<file path="src/rtl/ipr_pkg.sv">
// Shared types for the instruction prefix resolver.
// Size codes are fixed because downstream stages decode them.
package ipr_pkg;
    typedef enum logic [1:0] {
        SZ16 = 2'b00,
        SZ32 = 2'b01,
        SZ64 = 2'b10
    } size_e;

    typedef enum logic [2:0] {
        BC_OPCODE = 3'd0,
        BC_OPSZ   = 3'd1,
        BC_ADSZ   = 3'd2,
        BC_LEGACY = 3'd3,
        BC_REX    = 3'd4
    } byte_cls_e;

    typedef struct packed {
        logic w;
        logic r;
        logic x;
        logic b;
    } rex_t;
endpackage

</file>
<file path="src/rtl/ipr_classify.sv">
// ipr_classify: combinational sort of one instruction byte.
// Decides whether the byte is the operand-size prefix, the address-size
// prefix, another legacy prefix, a REX byte (64-bit mode only) or an opcode.
// Also flags opcodes of the stack class.
// Assumes: one-byte opcode map only; escapes are treated as plain opcodes.
module ipr_classify
    import ipr_pkg::*;
#(
    parameter int BYTE_W = 8
) (
    input  logic [BYTE_W-1:0] byte_in,
    input  logic              long_mode,
    output byte_cls_e         cls,
    output logic              stack_op
);
    // Byte category from its value and the current mode
    always_comb begin
        cls = BC_OPCODE;
        case (byte_in)
            8'h66: cls = BC_OPSZ;
            8'h67: cls = BC_ADSZ;
            8'h26, 8'h2E, 8'h36, 8'h3E,
            8'h64, 8'h65, 8'hF0, 8'hF2, 8'hF3: cls = BC_LEGACY;
            default: begin
                if (long_mode && byte_in[7:4] == 4'h4) cls = BC_REX;
            end
        endcase
    end

    // Stack-class opcodes that default to the widest size in 64-bit mode
    always_comb begin
        stack_op = 1'b0;
        if (byte_in[7:4] == 4'h5) stack_op = 1'b1;
        case (byte_in)
            8'h68, 8'h6A, 8'h8F, 8'h9C, 8'h9D, 8'hC8, 8'hC9: stack_op = 1'b1;
            default: ;
        endcase
    end
endmodule

</file>
<file path="src/rtl/ipr_prefix_state.sv">
// ipr_prefix_state: holds prefix state between the first prefix and the opcode.
// Tracks 66h/67h presence, the REX bits in force and a saturating count of
// prefix bytes. A legacy prefix after a REX byte drops the REX bits.
// Assumes: take is the qualified byte handshake; state clears on an opcode.
module ipr_prefix_state
    import ipr_pkg::*;
#(
    parameter int BYTE_W  = 8,
    parameter int MAX_PFX = 14,
    localparam int CNT_W  = $clog2(MAX_PFX + 2)
) (
    input  logic              clk,
    input  logic              rst_n,
    input  logic              take,
    input  byte_cls_e         cls,
    input  logic [BYTE_W-1:0] byte_in,
    output logic              has66,
    output logic              has67,
    output rex_t              rex,
    output logic [CNT_W-1:0]  pfx_cnt,
    output logic              overflow
);
    localparam logic [CNT_W-1:0] SAT = CNT_W'(MAX_PFX + 1);

    logic [CNT_W-1:0] cnt_next;

    // Saturating increment of the prefix count
    always_comb begin
        cnt_next = (pfx_cnt == SAT) ? pfx_cnt : pfx_cnt + 1'b1;
    end

    // Prefix state update per accepted byte
    always_ff @(posedge clk) begin
        if (!rst_n) begin
            has66   <= 1'b0;
            has67   <= 1'b0;
            rex     <= '0;
            pfx_cnt <= '0;
        end else if (take) begin
            case (cls)
                BC_OPCODE: begin
                    has66   <= 1'b0;
                    has67   <= 1'b0;
                    rex     <= '0;
                    pfx_cnt <= '0;
                end
                BC_OPSZ: begin
                    has66   <= 1'b1;
                    rex     <= '0;
                    pfx_cnt <= cnt_next;
                end
                BC_ADSZ: begin
                    has67   <= 1'b1;
                    rex     <= '0;
                    pfx_cnt <= cnt_next;
                end
                BC_LEGACY: begin
                    rex     <= '0;
                    pfx_cnt <= cnt_next;
                end
                BC_REX: begin
                    rex     <= rex_t'(byte_in[3:0]);
                    pfx_cnt <= cnt_next;
                end
                default: ;
            endcase
        end
    end

    // Prefix run exceeded the allowed length
    always_comb begin
        overflow = (pfx_cnt > CNT_W'(MAX_PFX));
    end
endmodule

</file>
<file path="src/rtl/ipr_size_resolve.sv">
// ipr_size_resolve: combinational operand- and address-size selection.
// Combines mode, segment default, 66h, 67h, REX.W and the stack class.
// Assumes: rex_w is already forced low outside 64-bit mode.
module ipr_size_resolve
    import ipr_pkg::*;
(
    input  logic  long_mode,
    input  logic  seg_def32,
    input  logic  has66,
    input  logic  has67,
    input  logic  rex_w,
    input  logic  stack_op,
    output size_e op_size,
    output size_e ad_size
);
    // Operand size: W beats 66h, 66h beats the class default
    always_comb begin
        if (long_mode) begin
            if (rex_w)         op_size = SZ64;
            else if (has66)    op_size = SZ16;
            else if (stack_op) op_size = SZ64;
            else               op_size = SZ32;
        end else begin
            op_size = (seg_def32 ^ has66) ? SZ32 : SZ16;
        end
    end

    // Address size: 67h narrows in 64-bit mode, toggles in compatibility mode
    always_comb begin
        if (long_mode) ad_size = has67 ? SZ32 : SZ64;
        else           ad_size = (seg_def32 ^ has67) ? SZ32 : SZ16;
    end
endmodule

</file>
<file path="src/rtl/insn_prefix_resolver.sv">
// insn_prefix_resolver: top of the prefix decoder and size resolver.
// Takes one byte per cycle, keeps prefix state until a primary opcode is
// seen, then registers one result record held until the consumer takes it.
// Assumes: long_mode and seg_def32 change only between instructions.
module insn_prefix_resolver
    import ipr_pkg::*;
#(
    parameter int MAX_PFX = 14,
    localparam int BYTE_W = 8,
    localparam int CNT_W  = $clog2(MAX_PFX + 2)
) (
    input  logic              clk,
    input  logic              rst_n,
    input  logic              long_mode,
    input  logic              seg_def32,
    input  logic              byte_valid,
    input  logic [BYTE_W-1:0] byte_data,
    output logic              byte_ready,
    input  logic              res_ready,
    output logic              res_valid,
    output logic [BYTE_W-1:0] res_opcode,
    output logic [1:0]        res_op_size,
    output logic [1:0]        res_ad_size,
    output logic              res_rex_w,
    output logic              res_rex_r,
    output logic              res_rex_x,
    output logic              res_rex_b,
    output logic              res_pfx_err
);
    byte_cls_e        cls;
    logic             stack_op;
    logic             take;
    logic             take_opcode;
    logic             has66;
    logic             has67;
    rex_t             rex;
    rex_t             rex_eff;
    logic [CNT_W-1:0] pfx_count;
    logic             overflow;
    size_e            op_size;
    size_e            ad_size;

    ipr_classify #(.BYTE_W(BYTE_W)) u_cls (
        .byte_in   (byte_data),
        .long_mode (long_mode),
        .cls       (cls),
        .stack_op  (stack_op)
    );

    ipr_prefix_state #(.BYTE_W(BYTE_W), .MAX_PFX(MAX_PFX)) u_state (
        .clk      (clk),
        .rst_n    (rst_n),
        .take     (take),
        .cls      (cls),
        .byte_in  (byte_data),
        .has66    (has66),
        .has67    (has67),
        .rex      (rex),
        .pfx_cnt  (pfx_count),
        .overflow (overflow)
    );

    // REX bits apply only in 64-bit mode
    always_comb begin
        rex_eff = long_mode ? rex : '0;
    end

    ipr_size_resolve u_size (
        .long_mode (long_mode),
        .seg_def32 (seg_def32),
        .has66     (has66),
        .has67     (has67),
        .rex_w     (rex_eff.w),
        .stack_op  (stack_op),
        .op_size   (op_size),
        .ad_size   (ad_size)
    );

    // Byte handshake: accept when the result slot is free or being drained
    always_comb begin
        byte_ready  = !res_valid || res_ready;
        take        = byte_valid && byte_ready;
        take_opcode = take && (cls == BC_OPCODE);
    end

    // Result record register
    always_ff @(posedge clk) begin
        if (!rst_n) begin
            res_valid   <= 1'b0;
            res_opcode  <= '0;
            res_op_size <= SZ16;
            res_ad_size <= SZ16;
            res_rex_w   <= 1'b0;
            res_rex_r   <= 1'b0;
            res_rex_x   <= 1'b0;
            res_rex_b   <= 1'b0;
            res_pfx_err <= 1'b0;
        end else if (take_opcode) begin
            res_valid   <= 1'b1;
            res_opcode  <= byte_data;
            res_op_size <= op_size;
            res_ad_size <= ad_size;
            res_rex_w   <= rex_eff.w;
            res_rex_r   <= rex_eff.r;
            res_rex_x   <= rex_eff.x;
            res_rex_b   <= rex_eff.b;
            res_pfx_err <= overflow;
        end else if (res_ready) begin
            res_valid   <= 1'b0;
        end
    end
endmodule

</file>
<file path="config.mk">
export PLATFORM = sky130hd
export DESIGN_NAME = insn_prefix_resolver
export DESIGN_NICKNAME = d
export VERILOG_FILES = /design/src/rtl/ipr_pkg.sv /design/src/rtl/ipr_classify.sv /design/src/rtl/ipr_prefix_state.sv /design/src/rtl/ipr_size_resolve.sv /design/src/rtl/insn_prefix_resolver.sv
export SDC_FILE = /design/constraint.sdc
export NUM_CORES = 1
export LEC_CHECK = 0
export CAP_MARGIN = 25
export CELL_PAD_IN_SITES_DETAIL_PLACEMENT = 0
export CELL_PAD_IN_SITES_GLOBAL_PLACEMENT = 2
export CORE_ASPECT_RATIO = 0.8
export CORE_MARGIN = 3
export CORE_UTILIZATION = 27
export CTS_CLUSTER_SIZE = 28
export DETAILED_ROUTE_END_ITERATION = 8
export GPL_ROUTABILITY_DRIVEN = 0
export PLACE_DENSITY_LB_ADDON = 0.1
export SLEW_MARGIN = 20
export SYNTH_ARGS = -nofsm -noshare
export SYNTH_HDL_FRONTEND = slang
export SYNTH_HIERARCHICAL = 1
export SYNTH_SLANG_ARGS = --single-unit
export TNS_END_PERCENT = 10
</file>
<file path="constraint.sdc">
create_clock -name clk -period 2.2 [get_ports clk]
set_input_delay 0.44 -clock clk [delete_from_list [all_inputs] [get_ports clk]]
set_output_delay 0.44 -clock clk [all_outputs]
set_load 0.1 [all_outputs]
</file>
==> impl_metrics.ini, run 1 <==
[run_status]
status = completed

[synthesis]
synth_cell_types = 50
synthFlopType = dfxtp_1
synth.area.top_cells = dfxtp_1, mux2i_1, nand2_1, nor3b_1, nand3_1
async_flop_share_pct = 0
synth_top_area_share_pct = 36.3
seq_area_frac_synth_pct = 36.3
synth-seq-cells = 28
syn-cell-area_mm2 = 0.00154
synth_nets = 190
syn_inst = 174
syn_avg_cell_area_um2 = 8.87
yosysTopAreaCell = dfxtp_1
synth_edf_count = 0
yosysWarnings = 6

[timing]
finalClockSkew_ps = 1.38
period_minus_slack_ps = 2130
slew_violations = 0
worst_slew_pin_slew_ps = 337
hold_viol = 0
relSlewSlack_pct = 77.3
post-route-period-util_pct = 96.9
max_freq_mhz = 469
setup_violations = 0
rsz0062_at_grt = true

[layout]
drive_above_1_share_pct = 29.3
areaGrowthSynthToFinish_pct = 40.4
mostFrequentLayoutCells = buf_4, nand2_1, dfxtp_1, mux2i_1, nand3_1
final_common_cell = buf_4
nNetsFinal = 242
final_util_pct = 41.1
insertedDiodeCount = 0
stdcell_area_mm2 = 0.00217

[clocking]
clockBufferDepth = 2
htreeDepth = 1
clock_latency_ps = 280
clockRootBuffer = clkbuf_8
clkTransAtPathRegs_ps = 100
numClockSinks = 28
cts_tree = yes
cts_made_buffers = 3

[floorplan]
initial_core_util_pct = 29.3
die_h_um = 73.6
ios = 33
core_mm2 = 0.00527
rows = 23
die_w_um = 90.5
dieArea_mm2 = 0.00666

[grt]
busiest_layer = met2
first_global_vias = 1393
grt_max_degree = 39
grt_pass1_wl_um = 6670
grt_use_met3_pct = 3.58
grt.total_usage_pct = 12.3
grt_use_met1_pct = 16.2
antenna_found_initial = 0
grt-ovfl-total = 0
grt_use_met2_pct = 20.0

[critical_path]
cp.required_ps = 2420
slowest_stage = or4b_1
crit_fanout = 4
cp_data_arrival_time_ps = 2350
cp_num_buf_inv = 2
r2r_start = u_state/pfx_cnt[0]$_SDFFE_PN0P_
endpoint_kind = flip-flop
slowest_delay_ps = 510
crit_family = simple AND/OR/NAND/NOR gates
critical_path_class = in2reg
crit_chain = clkdlybuf4s50_1, buf_4, and3b_1, o2111ai_2, o311ai_2, or4b_1, o211ai_1, nand2_1, mux2i_1
startpoint_type = input port
crit_start = byte_data[0]

[route]
viasPerCell = 4.72
ant_nets = 0
drt_iter0_drc = 47
wire_per_inst_um = 12.8
routed-via-count = 1415
drt-total-wl_um = 3840
firstDrtPassIters = 4
drc = 0

[power]
leakage_uw = 0.000875
ir_drop_uv = 246
power.density_mw_per_mm2 = 599

[min_path]
min_path_type = reg2reg
min_from = res_opcode[4]$_SDFFE_PN0P_

[place]
io_buffers = 32
dp_hpwl_um = 2920
placed_area_mm2 = 0.00204

[run]
cap_violations = 0
[sequential cells by signal (all words and copies together), names as in the netlist]
name             cells
res_rex_x            1
res_op_size          2
res_rex_b            1
res_rex_w            1
u_state/has66        1
res_pfx_err          1
u_state/has67        1
res_ad_size          2
res_valid            1
u_state/rex          4
res_opcode           8
u_state/pfx_cnt      4
res_rex_r            1
[worst reg2reg max path, delay by kind of cell, from the launching register on]
kind                       cells  cell delay [ps]
adders and majority gates      1              280
buffers and inverters          1               80
DFF                            1              380
muxes                          1              130
and+or+nand+nor                1              520
[path summary, 6_finish.rpt]
kind                                                   endpoint  slack, ps  cells after the start
worst max register to register  u_state/pfx_cnt[1]$_SDFFE_PN0P_        750                      4
worst min-delay path                 res_opcode[4]$_SDFFE_PN0P_        460                      2
worst max-delay path                res_op_size[0]$_SDFFE_PN0P_         70                      9
worst min register to register       res_opcode[4]$_SDFFE_PN0P_        460                      2
[cell usage after synthesis (2+ instances only)]
cell       count
buf_2          2
nand3_1        7
nor2_1         4
dfxtp_1       28
a21oi_1        4
o211ai_1       3
ha_1           2
mux2i_1       21
and3_1         2
nand2b_1       3
a211oi_1       2
and4bb_2       2
nor3b_1        5
inv_1          5
nor3_1         2
o2111ai_1      2
o21ai_0        4
nand2_1       36
o21a_1         2
nand4_1        2
a31oi_1        3
nor2b_1        2
clkbuf_1       3
and2b_2        2
[report_power, final]
part           internal, µW  switching, µW
combinational           119            228
clock                   244            170
sequential              526           11.1
[timing repair]
action,in CTS,in global routing
setup endpoints to repair,26,3
hold buffers,0,0
setup buffers,1,0
gates resized for setup,15,2
pin swaps,6,4
[per-stage QoR]
step                instances  setup TNS, ps  total power (µW)  hold WS [ps]  worst slack (ps)
floorplan                 174           -182               786           445             -27.9
finish                    300              0              1300           461              68.7
detailed placement        295         -11020               896           452              -478
global placement          295          -9850               893           444              -491
CTS                       300              0              1320           467              29.4
global route              300          -92.5              1360           483             -70.7
[cells by family (layout without fill, tap and decap cells)]
logic type	after synthesis	in the layout	synth area share [%]
AO/OA/AOI/OAI	27	27	11.9
XOR/XNOR	1	1	0.568
adder cells (fa/ha/maj)	2	2	1.62
buffers and inverters	13	64	5.11
flip-flops	28	28	36.3
multiplexers	21	21	13.6
AND/OR/NAND/NOR	82	82	30.8
[layer usage]
metal	vias to the layer above	part of all wire (%)
li1	728	-
met4	0	0.94
met3	2	4.2
met5	-	0
met1	659	51
met2	26	44
[cell type report]
| class | instances | area [µm²] |
|---|---|---|
| Clock inverter | 1 | 30.0 |
| Multi-Input combinational cell | 133 | 953 |
| Tap cell | 75 | 93.8 |
| Clock buffer | 3 | 41.3 |
| Fill cell | 545 | 3100 |
| Inverter | 5 | 18.8 |
| Sequential cell | 28 | 562 |
| Timing Repair Buffer | 55 | 467 |
Note: power is estimated with default switching activity, not from simulation.
==> inputs of run 2 (changes only) <==
--- a/config.mk
+++ b/config.mk
@@ -9,13 +9,11 @@
 export CELL_PAD_IN_SITES_DETAIL_PLACEMENT = 0
 export CELL_PAD_IN_SITES_GLOBAL_PLACEMENT = 2
 export CORE_ASPECT_RATIO = 0.8
-export CORE_MARGIN = 3
+export CORE_MARGIN = 4
 export CORE_UTILIZATION = 27
-export CTS_CLUSTER_SIZE = 28
 export DETAILED_ROUTE_END_ITERATION = 8
 export GPL_ROUTABILITY_DRIVEN = 0
 export PLACE_DENSITY_LB_ADDON = 0.1
-export SLEW_MARGIN = 20
 export SYNTH_ARGS = -nofsm -noshare
 export SYNTH_HDL_FRONTEND = slang
 export SYNTH_HIERARCHICAL = 1
==> impl_metrics.ini, run 2 (synthesized netlist as in run 1, its figures left out) <==
[layout]
regMostFlops = res_opcode
final_util_pct = 39.4
areaGrowthSynthToFinish_pct = 40.2
drive_above_1_share_pct = 29.9
largestRegisters = res_opcode (8), u_state/pfx_cnt (4), u_state/rex (4)
nNetsFinal = 241
mostFrequentLayoutCells = buf_4, nand2_1, dfxtp_1, mux2i_1, nand3_1
insertedDiodeCount = 0
stdcell_area_mm2 = 0.00216
largest_register_ffs = 8
final_common_cell = buf_4

[timing]
worst_slew_pin_slew_ps = 380
max_freq_mhz = 482
setup_violations = 0
hold_viol = 0
rsz0062_at_grt = false
slew_violations = 0
relSlewSlack_pct = 74.7
finalClockSkew_ps = 2.81
period_minus_slack_ps = 2080
post-route-period-util_pct = 94.3

[route]
viasPerCell = 4.77
drt_iter0_drc = 79
drt-total-wl_um = 3960
ant_nets = 0
dr_wl_met2_um = 1720
wire_per_inst_um = 13.1
drc = 0
firstDrtPassIters = 4
routed-via-count = 1442
wl_met3_um = 133
top_layer_used = met4
wirelength_met1_um = 2060

[critical_path]
endpoint_kind = flip-flop
critical_path_class = in2reg
crit_chain = dlygate4sd2_1, and4b_4, a22oi_2, a32oi_2, buf_4, o21a_1, or4_1, mux2i_1
cp_data_arrival_time_ps = 2280
slowest_stage = or4_1
reg2reg_depth = 4
r2r_start = u_state/pfx_cnt[0]$_SDFFE_PN0P_
crit_fanout = 4
startpoint_type = input port
r2r-end = u_state/pfx_cnt[1]$_SDFFE_PN0P_
slowest_delay_ps = 530
cp.required_ps = 2410
crit_family = simple AND/OR/NAND/NOR gates
cp_num_buf_inv = 2
rrSetupSlack_ps = 780
crit_start = byte_data[3]

[floorplan]
ios = 33
dieArea_mm2 = 0.00699
core_mm2 = 0.00550
rows = 24
initial_core_util_pct = 28.1
die_h_um = 75.6
die_w_um = 92.5

[grt]
antenna_found_initial = 0
grt-ovfl-total = 0
grt_max_degree = 39
grt.total_usage_pct = 11.5
first_global_vias = 1447
grt_pass1_wl_um = 6560

[run_status]
status = completed

[place]
placed_area_mm2 = 0.00202
dp_hpwl_um = 3020
io_buffers = 32

[power]
leakage_uw = 0.000872
power.density_mw_per_mm2 = 562
ir_drop_uv = 197

[clocking]
htreeDepth = 1
clock_latency_ps = 270
clkTransAtPathRegs_ps = 100
numClockSinks = 28
clockRootBuffer = clkbuf_8
clockBufferDepth = 2
cts_tree = yes
cts_hold_buf = 0
cts_made_buffers = 3

[run]
cap_violations = 0

[min_path]
hold_path_end = res_ad_size[1]$_SDFFE_PN0P_
worstHoldPathCells = 2
min_path_type = reg2reg
min_from = res_ad_size[1]$_SDFFE_PN0P_
## run 2: metal layers
layer / vias up / global-route usage, %
met5: - / 0
met3: 4 / 1.68
li1: 726 / -
met1: 682 / 15.8
met4: 0 / 4.28
met2: 30 / 18.7
## run 2: final cells by class
type                            instances  area [µm²]
Multi-Input combinational cell        133         975
Timing Repair Buffer                   54         455
Sequential cell                        28         562
Clock buffer                            4        55.1
Inverter                                5        18.8
Fill cell                             561        3330
Tap cell                               78        97.6
## run 2: power by group
| part | internal [µW] | switching (µW) | total [µW] |
|---|---|---|---|
| Sequential | 526 | 11.0 | 537 |
| Clock | 160 | 170 | 330 |
| Combinational | 117 | 231 | 349 |
## run 2: per-stage QoR
stage / TNS, ps / setup WS [ps] / instances / power (µW) / hold slack [ps]
6_report: 0 / 124 / 302 / 1220 / 464
5_1_grt: 0 / 19.3 / 302 / 1260 / 488
4_1_cts: 0 / 21.2 / 302 / 1220 / 464
3_5_place_dp: -11620 / -523 / 295 / 892 / 448
3_3_place_gp: -9860 / -449 / 295 / 889 / 445
2_1_floorplan: -182 / -27.9 / 174 / 786 / 445
## run 2: how the worst max path moves through the flow
| stage | to | depth (start not counted) |
|---|---|---|
| final | u_state/pfx_cnt[1]$_SDFFE_PN0P_ | 8 |
| after global routing | u_state/pfx_cnt[1]$_SDFFE_PN0P_ | 8 |
| after CTS | res_op_size[0]$_SDFFE_PN0P_ | 9 |
| after detailed placement | u_state/pfx_cnt[3]$_SDFFE_PN0P_ | 7 |
| after global placement | u_state/pfx_cnt[1]$_SDFFE_PN0P_ | 8 |
| after floorplan | u_state/pfx_cnt[0]$_SDFFE_PN0P_ | 5 |
## run 2: worst min-delay path, delay by kind of cell, from the launching register on
kind,cells,cell delay [ps]
flip-flops,1,330
multiplexers,1,50
AND/OR/NAND/NOR,1,50
## run 2: what timing repair did
| item | in CTS | in global routing |
|---|---|---|
| gates resized for setup | 16 | 7 |
| cloned | 0 | 0 |
| pin swaps | 6 | 3 |
| buffers inserted | 3 | 0 |
| endpoints found under the setup margin | 26 | 22 |
